`src/rtl/i2cx_pkg.sv`:
```
package i2cx_pkg;
    localparam int BYTE_W = 8;
    localparam int CNT_W  = 4;

    typedef enum logic [2:0] {
        ST_IDLE, ST_ADDR, ST_ADDR_ACK, ST_WR, ST_WR_ACK, ST_RD, ST_RD_ACK, ST_WAIT
    } st_e;

    typedef enum logic { BANK_A, BANK_B } bank_e;

    typedef struct packed {
        logic scl_rise;
        logic scl_fall;
        logic start;
        logic stop;
    } bus_ev_t;

    typedef struct packed {
        st_e               st;
        bank_e             bank;
        logic              rw;
        logic [CNT_W-1:0]  cnt;
        logic [BYTE_W-1:0] sh;
        logic [BYTE_W-1:0] tx;
        logic              flag_next;
        logic              oe;
        logic [BYTE_W-1:0] lat_a;
        logic [BYTE_W-1:0] lat_b;
        logic              p_addr;
        logic              p_data;
        logic              p_stop;
    } eng_t;
endpackage

```
`src/rtl/i2cx_sync.sv`:
```
module i2cx_sync #(
    parameter int N       = 3,
    parameter int STAGES  = 2,
    parameter logic [N-1:0] RST_VAL = '1
) (
    input  logic         clk,
    input  logic         rst_n,
    input  logic [N-1:0] din,
    output logic [N-1:0] dout
);
    for (genvar g = 0; g < N; g++) begin : g_bit
        logic [STAGES-1:0] chain_d, chain_q;

        always_comb begin
            chain_d = {chain_q[STAGES-2:0], din[g]};
        end

        always_ff @(posedge clk or negedge rst_n) begin
            if (!rst_n) chain_q <= {STAGES{RST_VAL[g]}};
            else        chain_q <= chain_d;
        end

        assign dout[g] = chain_q[STAGES-1];
    end
endmodule

```
`src/rtl/i2cx_bus_cond.sv`:
```
module i2cx_bus_cond
    import i2cx_pkg::*;
(
    input  logic    clk,
    input  logic    rst_n,
    input  logic    scl_s,
    input  logic    sda_s,
    output bus_ev_t ev
);
    logic scl_d, scl_q, sda_d, sda_q;

    always_comb begin
        scl_d       = scl_s;
        sda_d       = sda_s;
        ev.scl_rise = scl_s & ~scl_q;
        ev.scl_fall = ~scl_s & scl_q;
        ev.start    = scl_s & scl_q & sda_q & ~sda_s;
        ev.stop     = scl_s & scl_q & ~sda_q & sda_s;
    end

    always_ff @(posedge clk or negedge rst_n) begin
        if (!rst_n) begin
            scl_q <= 1'b1;
            sda_q <= 1'b1;
        end else begin
            scl_q <= scl_d;
            sda_q <= sda_d;
        end
    end
endmodule

```
`src/rtl/i2cx_engine.sv`:
```
module i2cx_engine
    import i2cx_pkg::*;
#(
    parameter logic [2:0]        PFX_A  = 3'b110,
    parameter logic [2:0]        PFX_B  = 3'b101,
    parameter logic [BYTE_W-1:0] INIT_A = 8'hFF,
    parameter logic [BYTE_W-1:0] INIT_B = 8'h00
) (
    input  logic              clk,
    input  logic              rst_n,
    input  logic              abort_s_n,
    input  logic              sda_s,
    input  bus_ev_t           ev,
    input  logic [3:0]        addr_lo,
    input  logic [BYTE_W-1:0] a_pins,
    input  logic [BYTE_W-1:0] a_flags,
    input  logic [BYTE_W-1:0] b_pins,
    output eng_t              q
);
    localparam logic [CNT_W-1:0] LAST_BIT = CNT_W'(BYTE_W);

    eng_t d;
    logic [6:0] addr7;
    logic       hit_a, hit_b;

    always_comb begin
        addr7 = q.sh[BYTE_W-1:1];
        hit_a = (addr7 == {PFX_A, addr_lo});
        hit_b = (addr7 == {PFX_B, addr_lo});

        d        = q;
        d.p_addr = 1'b0;
        d.p_data = 1'b0;
        d.p_stop = 1'b0;

        if (!abort_s_n) begin
            d.st  = ST_IDLE;
            d.oe  = 1'b0;
            d.cnt = '0;
        end else if (ev.stop) begin
            d.st     = ST_IDLE;
            d.oe     = 1'b0;
            d.p_stop = 1'b1;
        end else if (ev.start) begin
            d.st  = ST_ADDR;
            d.oe  = 1'b0;
            d.cnt = '0;
        end else begin
            unique case (q.st)
                ST_ADDR: begin
                    if (ev.scl_rise) begin
                        d.sh  = {q.sh[BYTE_W-2:0], sda_s};
                        d.cnt = q.cnt + 1'b1;
                    end else if (ev.scl_fall && q.cnt == LAST_BIT) begin
                        d.cnt = '0;
                        if (hit_a || hit_b) begin
                            d.st   = ST_ADDR_ACK;
                            d.oe   = 1'b1;
                            d.bank = hit_a ? BANK_A : BANK_B;
                            d.rw   = q.sh[0];
                        end else begin
                            d.st = ST_WAIT;
                        end
                    end
                end
                ST_ADDR_ACK: begin
                    if (ev.scl_rise) begin
                        d.p_addr = (q.bank == BANK_A);
                        if (q.rw) begin
                            d.tx        = (q.bank == BANK_A) ? a_pins : b_pins;
                            d.flag_next = 1'b1;
                        end
                    end else if (ev.scl_fall) begin
                        d.cnt = '0;
                        if (q.rw) begin
                            d.st = ST_RD;
                            d.oe = ~q.tx[BYTE_W-1];
                        end else begin
                            d.st = ST_WR;
                            d.oe = 1'b0;
                        end
                    end
                end
                ST_WR: begin
                    if (ev.scl_rise) begin
                        d.sh  = {q.sh[BYTE_W-2:0], sda_s};
                        d.cnt = q.cnt + 1'b1;
                    end else if (ev.scl_fall && q.cnt == LAST_BIT) begin
                        d.st  = ST_WR_ACK;
                        d.oe  = 1'b1;
                        d.cnt = '0;
                        if (q.bank == BANK_A) begin
                            d.lat_a  = q.sh;
                            d.p_data = 1'b1;
                        end else begin
                            d.lat_b = q.sh;
                        end
                    end
                end
                ST_WR_ACK: begin
                    if (ev.scl_fall) begin
                        d.st  = ST_WR;
                        d.oe  = 1'b0;
                        d.cnt = '0;
                    end
                end
                ST_RD: begin
                    if (ev.scl_rise) begin
                        d.cnt = q.cnt + 1'b1;
                    end else if (ev.scl_fall) begin
                        if (q.cnt == LAST_BIT) begin
                            d.st  = ST_RD_ACK;
                            d.oe  = 1'b0;
                            d.cnt = '0;
                        end else begin
                            d.oe = ~q.tx[BYTE_W-2];
                            d.tx = {q.tx[BYTE_W-2:0], 1'b0};
                        end
                    end
                end
                ST_RD_ACK: begin
                    if (ev.scl_rise) begin
                        if (sda_s) begin
                            d.st = ST_WAIT;
                        end else if (q.bank == BANK_A) begin
                            d.p_data    = 1'b1;
                            d.tx        = q.flag_next ? a_flags : a_pins;
                            d.flag_next = ~q.flag_next;
                        end else begin
                            d.tx = b_pins;
                        end
                    end else if (ev.scl_fall) begin
                        d.st  = ST_RD;
                        d.oe  = ~q.tx[BYTE_W-1];
                        d.cnt = '0;
                    end
                end
                default: ;
            endcase
        end
    end

    always_ff @(posedge clk or negedge rst_n) begin
        if (!rst_n) begin
            q           <= '0;
            q.st        <= ST_IDLE;
            q.bank      <= BANK_A;
            q.lat_a     <= INIT_A;
            q.lat_b     <= INIT_B;
        end else begin
            q <= d;
        end
    end
endmodule

```
`src/rtl/dual_addr_i2c_slave.sv`:
```
module dual_addr_i2c_slave
    import i2cx_pkg::*;
#(
    parameter int          SYNC_STAGES = 2,
    parameter logic [2:0]  PFX_A       = 3'b110,
    parameter logic [2:0]  PFX_B       = 3'b101,
    parameter logic [7:0]  INIT_A      = 8'hFF,
    parameter logic [7:0]  INIT_B      = 8'h00
) (
    input  logic       clk,
    input  logic       rst_n,
    input  logic       abort_n,
    input  logic       scl_i,
    input  logic       sda_i,
    output logic       sda_oe,
    input  logic [3:0] addr_lo,
    input  logic [7:0] a_pins,
    input  logic [7:0] a_flags,
    input  logic [7:0] b_pins,
    output logic [7:0] a_out,
    output logic [7:0] b_out,
    output logic       a_addr_ack_p,
    output logic       a_data_ack_p,
    output logic       stop_p
);
    logic [2:0] raw_in, syn_out;
    bus_ev_t    ev;
    eng_t       eng_q;

    assign raw_in = {abort_n, sda_i, scl_i};

    i2cx_sync #(.N(3), .STAGES(SYNC_STAGES), .RST_VAL(3'b111)) u_sync (
        .clk(clk), .rst_n(rst_n), .din(raw_in), .dout(syn_out)
    );

    i2cx_bus_cond u_cond (
        .clk(clk), .rst_n(rst_n), .scl_s(syn_out[0]), .sda_s(syn_out[1]), .ev(ev)
    );

    i2cx_engine #(.PFX_A(PFX_A), .PFX_B(PFX_B), .INIT_A(INIT_A), .INIT_B(INIT_B)) u_eng (
        .clk(clk), .rst_n(rst_n), .abort_s_n(syn_out[2]), .sda_s(syn_out[1]), .ev(ev),
        .addr_lo(addr_lo), .a_pins(a_pins), .a_flags(a_flags), .b_pins(b_pins), .q(eng_q)
    );

    assign sda_oe       = eng_q.oe;
    assign a_out        = eng_q.lat_a;
    assign b_out        = eng_q.lat_b;
    assign a_addr_ack_p = eng_q.p_addr;
    assign a_data_ack_p = eng_q.p_data;
    assign stop_p       = eng_q.p_stop;
endmodule

```
`config.mk`:
```
export PLATFORM = sky130hd
export DESIGN_NAME = dual_addr_i2c_slave
export DESIGN_NICKNAME = d
export VERILOG_FILES = /design/src/rtl/i2cx_pkg.sv /design/src/rtl/i2cx_sync.sv /design/src/rtl/i2cx_bus_cond.sv /design/src/rtl/i2cx_engine.sv /design/src/rtl/dual_addr_i2c_slave.sv
export SDC_FILE = /design/constraint.sdc
export NUM_CORES = 1
export LEC_CHECK = 0
export BUFFER_PORTS_ARGS = -buffer_cell sky130_fd_sc_hd__buf_2
export CAP_MARGIN = 15
export CORE_ASPECT_RATIO = 1.75
export CORE_MARGIN = 5
export CORE_UTILIZATION = 30
export DETAILED_ROUTE_END_ITERATION = 6
export PLACE_DENSITY = 0.53
export SYNTH_ARGS = -nofsm -noshare
export SYNTH_HDL_FRONTEND = slang
export SYNTH_SLANG_ARGS = --single-unit
export TNS_END_PERCENT = 20
```
`constraint.sdc`:
```
create_clock -name clk -period 5 [get_ports clk]
set_clock_uncertainty 0.2 [all_clocks]
set_input_delay 0.75 -clock clk [delete_from_list [all_inputs] [get_ports clk]]
set_output_delay 0.75 -clock clk [all_outputs]
set_load 0.005 [all_outputs]
```
==> results of run 1 <==
## routing by layer
metal	global-route usage	vias up	wire, um
li1	-	1166	-
met1	0.1366	1160	2841
met2	0.2228	46	3994
met3	0.02086	7	273
met4	0.04071	0	134
met5	0	-	0
## worst max-delay path: stages, from the launching register on
cell and delay, ns:
dfstp_2 0.55, inv_1 0.04, ha_1 0.35, and2b_1 0.35, nand2_1 0.16, nor2_4 0.23
nand3_4 0.17, mux2_1 0.38
## state kept, by name (all words and copies together) (netlist names)
name                  cells
u_sync.g_bit.chain_q      6
u_eng.q                  46
u_cond.sda_q              1
u_cond.scl_q              1
## cell usage after synthesis, types with 3 or more instances
master	instances
nand4_1	4
o21ai_1	13
nand2b_1	4
nand2_1	37
dfstp_2	16
a31oi_1	4
o21ai_0	15
or3_1	3
a21oi_1	12
nor2_1	9
buf_2	10
clkbuf_1	4
mux2_1	26
a221oi_1	5
nand3_1	7
xnor2_1	5
inv_1	9
buf_4	17
dfrtp_1	38
nand3b_1	4
mux2i_1	7
o2111ai_1	3
ha_1	5
nor3_1	3
## cell families (layout without fill, tap and decap cells)
logic type	Yosys count	after routing	share of synthesized area
muxes	35	35	0.1210
AOI/OAI and AO/OA	76	76	0.1658
and+or+nand+nor	93	93	0.1646
buffers and inverters	43	71	0.07934
DFF	54	54	0.4305
adders and majority gates	5	5	0.01964
xor gates and xnor gates	7	7	0.01925
## report_power, final
| part | switching, mW | total, mW | leakage, nW | internal, mW |
|---|---|---|---|---|
| clock network | 0.167 | 0.406 | 0.0844 | 0.239 |
| logic | 0.0350 | 0.0612 | 0.883 | 0.0262 |
| registers | 0.00649 | 0.452 | 0.654 | 0.445 |
## final cells by class
cell class	count	area, um2
repair buffers	53	267.8
flip-flops and latches	54	1371
multi-input cells	216	1562
well taps	127	158.9
fillers	1043	6792
clock buffers	5	125.1
inverters	10	37.54
clock inverters	3	47.55
## metrics by stage
step / cells / utilization / area, um2 / setup slack (ns)
after detailed placement: 460 / 0.3279 / 3397 / 2.448
after global placement: 460 / 0.3279 / 3397 / 2.465
final: 468 / 0.3445 / 3570 / 2.451
after CTS: 468 / 0.3445 / 3570 / 2.438
after floorplan: 313 / - / 3186 / 2.842
after global routing: 468 / 0.3445 / 3570 / 2.248
## path summary, 6_finish.rpt
kind                                                        endpoint
min in group asynchronous                    u_eng.q[39]$_DFFE_PN0P_
worst min-delay path            u_sync.g_bit[1].chain_q[1]$_DFF_PN1_
max in group asynchronous                    u_eng.q[31]$_DFFE_PN0P_
worst max register to register                u_eng.q[5]$_DFFE_PN0P_
worst max-delay path                          u_eng.q[5]$_DFFE_PN0P_
worst min register to register  u_sync.g_bit[1].chain_q[1]$_DFF_PN1_
==> flow_summary.yaml, run 1 <==
synthesis:
  ys_seq_elements: 54
  synth_nets: 351
  synthArstFlopShare: 1.000
  ys_seq_area_frac: 0.4305
  syn_avg_cell_area_um2: 10.18
  synth_ff_type: "dfrtp_1"
  synth_area_leaders: "dfrtp_1 (30%), dfstp_2 (13%), mux2_1 (9.2%)"
  synth-edff-count: 0
  ys_types: 64
  syn_area_um2: 3186
  synth_cells: 313
  synth_top_area_frac: 0.2985
  synth_top_area_cell: "dfrtp_1"
  synth-warning-count: 0
power:
  peakVddDrop_mv: 0.1419
  leakage_nw: 1.621
  p_per_area_nw_per_um2: 257.3
  total_power_mw: 0.9186
setup_path:
  worstPathArrival_ns: 2.53
  r2r_slack_ns: 2.45
  crit_path_start: "u_cond.scl_q$_DFF_PN1_"
  cp_max_fo: 13
  r2r_start: "u_cond.scl_q$_DFF_PN1_"
  endpoint_kind: "flop"
  crit_path_start_kind: "flop"
  path_class: "flop to flop"
  required_ns: 4.98
  r2r_cells: 7
layout:
  drive_gt1_frac: 0.2786
  antenna_cells: 0
  final_common_cell: "buf_2"
  layout.cells.most_common_list: "buf_2 (52), dfrtp_1 (38), nand2_1 (37), mux2_1 (26), dfstp_2 (16)"
  syn2layout_area_growth_pct: 12.06
  fin_nets: 378
timing:
  setup_tns_ns: 0
  whs_ns: 0.1575
  tightest_slew_ns: 0.7696
  report.final.slew_viol_count: 0
  hold_viol: 0
  max_slew_margin: 0.4869
  finalSetupViolCount: 0
  min_period_over_period: 0.5097
  fin_crit_ns: 2.549
  rsz0062_at_grt: "no"
  max_freq_mhz: 392.4
global_route:
  grt_usage: 0.1212
  globalRoute.totalOverflow: 0
  antenna_found_initial: 0
  grt_pass1_vias: 2477
  grt_pass1_wl_um: 12410
  grt_max_degree: 55
clocking:
  cts_hold_buf: 0
  clkTransAtPathRegs_ns: 0.07
  cts_setup_buffers: 0
  tritoncts: "built"
  root_buffer: "clkbuf_16"
  clk_path_buf_depth: 2
  cts.sinks: 54
  post_cts_resized: 0
  cts_buffers: 5
  cts_max_level: 2
  clk_latency_ns: 0.30
worst_hold_path:
  worst_hold_path.num_cells: 0
  min_from: "u_sync.g_bit[1].chain_q[0]$_DFF_PN1_"
  hold_path_class: "flop to flop"
route:
  wl_per_cell_um: 15.48
  antenna_left: 0
  vias: 2379
  via_per_inst: 5.083
  drc: 0
  first_pass_iters: 4
  first_iter_violations: 122
  routed_wl_um: 7244
die:
  die-area_um2: 12860
  core-area_um2: 10360
  die_w_um: 87.90
  die_y_um: 146.3
  pin_count: 53
  fp-row-count: 49
  initial_utilization: 0.3075
flow_run:
  cap_violations: 0
place:
  dp_hpwl_um: 5325
  place.gp.congestion: 0.8185
  io_buffer_count: 52
status:
  status: "finished, final reports clean"
Power figures use the tool's default switching activity.
==> inputs of run 2 (changes only) <==
--- a/config.mk
+++ b/config.mk
@@ -5,6 +5,7 @@
 export SDC_FILE = /design/constraint.sdc
 export NUM_CORES = 1
 export LEC_CHECK = 0
+export ABC_AREA = 1
 export BUFFER_PORTS_ARGS = -buffer_cell sky130_fd_sc_hd__buf_2
 export CAP_MARGIN = 15
 export CORE_ASPECT_RATIO = 1.75
==> constraint.sdc (replaced) <==
create_clock -name clk -period 2.5 [get_ports clk]
set_clock_uncertainty 0.2 [all_clocks]
set_input_delay 0.375 -clock clk [delete_from_list [all_inputs] [get_ports clk]]
set_output_delay 0.375 -clock clk [all_outputs]
set_load 0.005 [all_outputs]
==> flow_summary.yaml, run 2 <==
timing:
  setup_tns_ns: 0
  finalSetupViolCount: 0
  min_period_over_period: 0.8975
  hold_viol: 0
  max_freq_mhz: 445.7
  rsz0062_at_grt: "no"
  max_slew_margin: 0.5757
  tightest_slew_ns: 0.6365
  report.final.slew_viol_count: 0
  whs_ns: 0.1573
  fin_crit_ns: 2.244
global_route:
  antenna_found_initial: 0
  grt_pass1_wl_um: 13410
  globalRoute.totalOverflow: 0
  grt_max_degree: 29
  grt_usage: 0.1295
  grt_pass1_vias: 2725
setup_path:
  slowest_delay_ns: 0.56
  cp_max_fo: 16
  crit_chain: "ha_1, inv_1, o21ai_0, nand3_2, a21oi_4, nand2_1, o21ai_1"
  path_class: "flop to flop"
  worstPathArrival_ns: 2.27
  crit_path_top_delay_cell: "dfstp_2"
  crit_path_start_kind: "flop"
  r2r_cells: 7
  endpoint_kind: "flop"
  required_ns: 2.52
route:
  first_iter_violations: 119
  via_per_inst: 4.620
  first_pass_iters: 4
  routed_wl_um: 8203
  antenna_left: 0
  wl_per_cell_um: 13.60
  drc: 0
  vias: 2786
power:
  p_per_area_nw_per_um2: 490.5
  peakVddDrop_mv: 0.3664
  leakage_nw: 1.854
place:
  place_area_um2: 3553
  dp.cells: 591
  place.gp.congestion: 0.8960
  io_buffer_count: 52
  dp_hpwl_um: 6526
synthesis:
  ys_seq_elements: 54
  synth_top_area_frac: 0.2911
  synth-warning-count: 0
  synth_most_common_cell: "nand2_1"
  syn_area_um2: 3267
  synth_top_area_cell: "dfrtp_1"
  synth_ff_type: "dfrtp_1"
  ys_types: 37
  synth-simple-area-share: 0.3018
  synth_compound_area_frac: 0.1425
  synth_adder_area_share: 0.01915
  synth-edff-count: 0
  synth-xor-area-share: 0.005362
  synth_nets: 468
  synth_top_family_by_area: "simple AND/OR/NAND/NOR gates"
  synthMuxAreaShare: 0
  ys_seq_area_frac: 0.4198
  synthArstFlopShare: 1.000
  synth_area_leaders: "dfrtp_1 (29%), nand2_1 (15%), dfstp_2 (13%)"
  synth_cells: 430
  synth_common_cells: "nand2_1 (130), inv_1 (44), o21ai_0 (42)"
  syn_avg_cell_area_um2: 7.597
die:
  die_y_um: 148.0
  initial_utilization: 0.3054
  pin_count: 53
  die_w_um: 88.89
  fp-row-count: 50
  core-area_um2: 10700
  die-area_um2: 13160
worst_hold_path:
  hold_path_class: "flop to flop"
  worst_hold_path.num_cells: 0
layout:
  fillerInstances: 1146
  regMostFlops: "u_eng.q"
  largest_register_ffs: 46
  final_common_cell: "nand2_1"
  syn2layout_area_growth_pct: 15.09
  top_regs: "u_eng.q: 46 flops, u_sync.g_bit.chain_q: 6 flops"
  fin_area_um2: 3760
  drive_gt1_frac: 0.2474
  fin_nets: 510
  stdcell_count: 603
  layout.cells.most_common_list: "nand2_1 (130), buf_2 (52), inv_1 (44), o21ai_0 (42), dfrtp_1 (38)"
  antenna_cells: 0
status:
  status: "finished, final reports clean"
clocking:
  tritoncts: "built"
  clk_path_buf_depth: 2
  root_buffer: "clkbuf_16"
  cts_buffers: 5
  cts_max_level: 2
  cts.sinks: 54
  clkTransAtPathRegs_ns: 0.07
  clk_latency_ns: 0.30
flow_run:
  cap_violations: 0
-- run 2: changes by cell type in the layout (fill, tap and decap cells not counted), moves of 7 or more --
cell,previous run,this run
o21ai_2,1,10
inv_1,9,44
mux2i_1,7,0
o21ai_0,15,42
mux2_1,26,0
nand2_1,37,130
nor2_1,9,36
nand3_1,7,20
-- run 2: kinds of logic (layout without fill, tap and decap cells) --
logic type,Yosys count,in the layout
and+or+nand+nor,215,215
AOI/OAI and AO/OA,80,80
buffers and inverters,74,117
DFF,54,54
adders and majority gates,5,5
xor gates and xnor gates,2,2
-- run 2: per-stage QoR --
step	worst slack, ns	power, mW	utilization
3_5_place_dp	0.2694	1.060	0.3322
2_1_floorplan	0.5200	0.9891	-
6_report	0.2561	1.844	0.3515
4_1_cts	0.2602	1.868	0.3515
5_1_grt	0.1038	1.923	0.3515
3_3_place_gp	0.3435	1.059	0.3322
-- run 2: area by class of cell --
type | count | area (um2) | area share
sequential | 54 | 1371 | 0.3647
inverter | 49 | 185.2 | 0.04925
clock buffer | 6 | 128.9 | 0.03428
tap | 130 | 162.7 | 0.04326
multi-input combinational | 302 | 1531 | 0.4073
clock inverter | 2 | 37.54 | 0.009983
timing repair buffer | 60 | 342.8 | 0.09118
-- run 2: where the power goes --
part | switching [mW] | total [mW] | internal (mW)
clock network | 0.324 | 0.798 | 0.474
registers | 0.0107 | 0.902 | 0.891
logic | 0.0880 | 0.145 | 0.0566
total | 0.423 | 1.84 | 1.42
-- run 2: repair_timing --
action / in CTS / in global routing
hold buffers: 4 / 0
buffers inserted: 0 / 0
endpoints found under the hold margin: 22 / 0
resized for setup: 0 / 0
-- run 2: metal layers --
layer	vias to the layer above	share of wire	global-route usage	wire length [um]
li1	1440	-	-	-
met1	1271	0.39	0.1424	3235
met2	65	0.54	0.2433	4433
met3	10	0.045	0.02064	373
met4	0	0.020	0.04160	160
met5	-	0	0	0
-- run 2: final timing paths --
kind                                                 startpoint                              endpoint  slack, ns
hold reg to reg            u_sync.g_bit[1].chain_q[0]$_DFF_PN1_  u_sync.g_bit[1].chain_q[1]$_DFF_PN1_       0.16
max in group asynchronous                                 rst_n                u_cond.scl_q$_DFF_PN1_       1.03
hold / removal             u_sync.g_bit[1].chain_q[0]$_DFF_PN1_  u_sync.g_bit[1].chain_q[1]$_DFF_PN1_       0.16
setup reg to reg           u_sync.g_bit[0].chain_q[1]$_DFF_PN1_               u_eng.q[27]$_DFFE_PN0P_       0.26
min in group asynchronous                                 rst_n               u_eng.q[19]$_DFFE_PN0P_       0.43
setup / recovery           u_sync.g_bit[0].chain_q[1]$_DFF_PN1_               u_eng.q[27]$_DFFE_PN0P_       0.26
-- run 2: worst max-delay path: cells and delay by family, from the launching register on --
kind / cells / cell delay, ns
AO/OA/AOI/OAI: 3 / 0.73
adder cells (fa/ha/maj): 1 / 0.27
buffers and inverters: 1 / 0.14
flip-flops: 1 / 0.56
AND/OR/NAND/NOR: 2 / 0.27
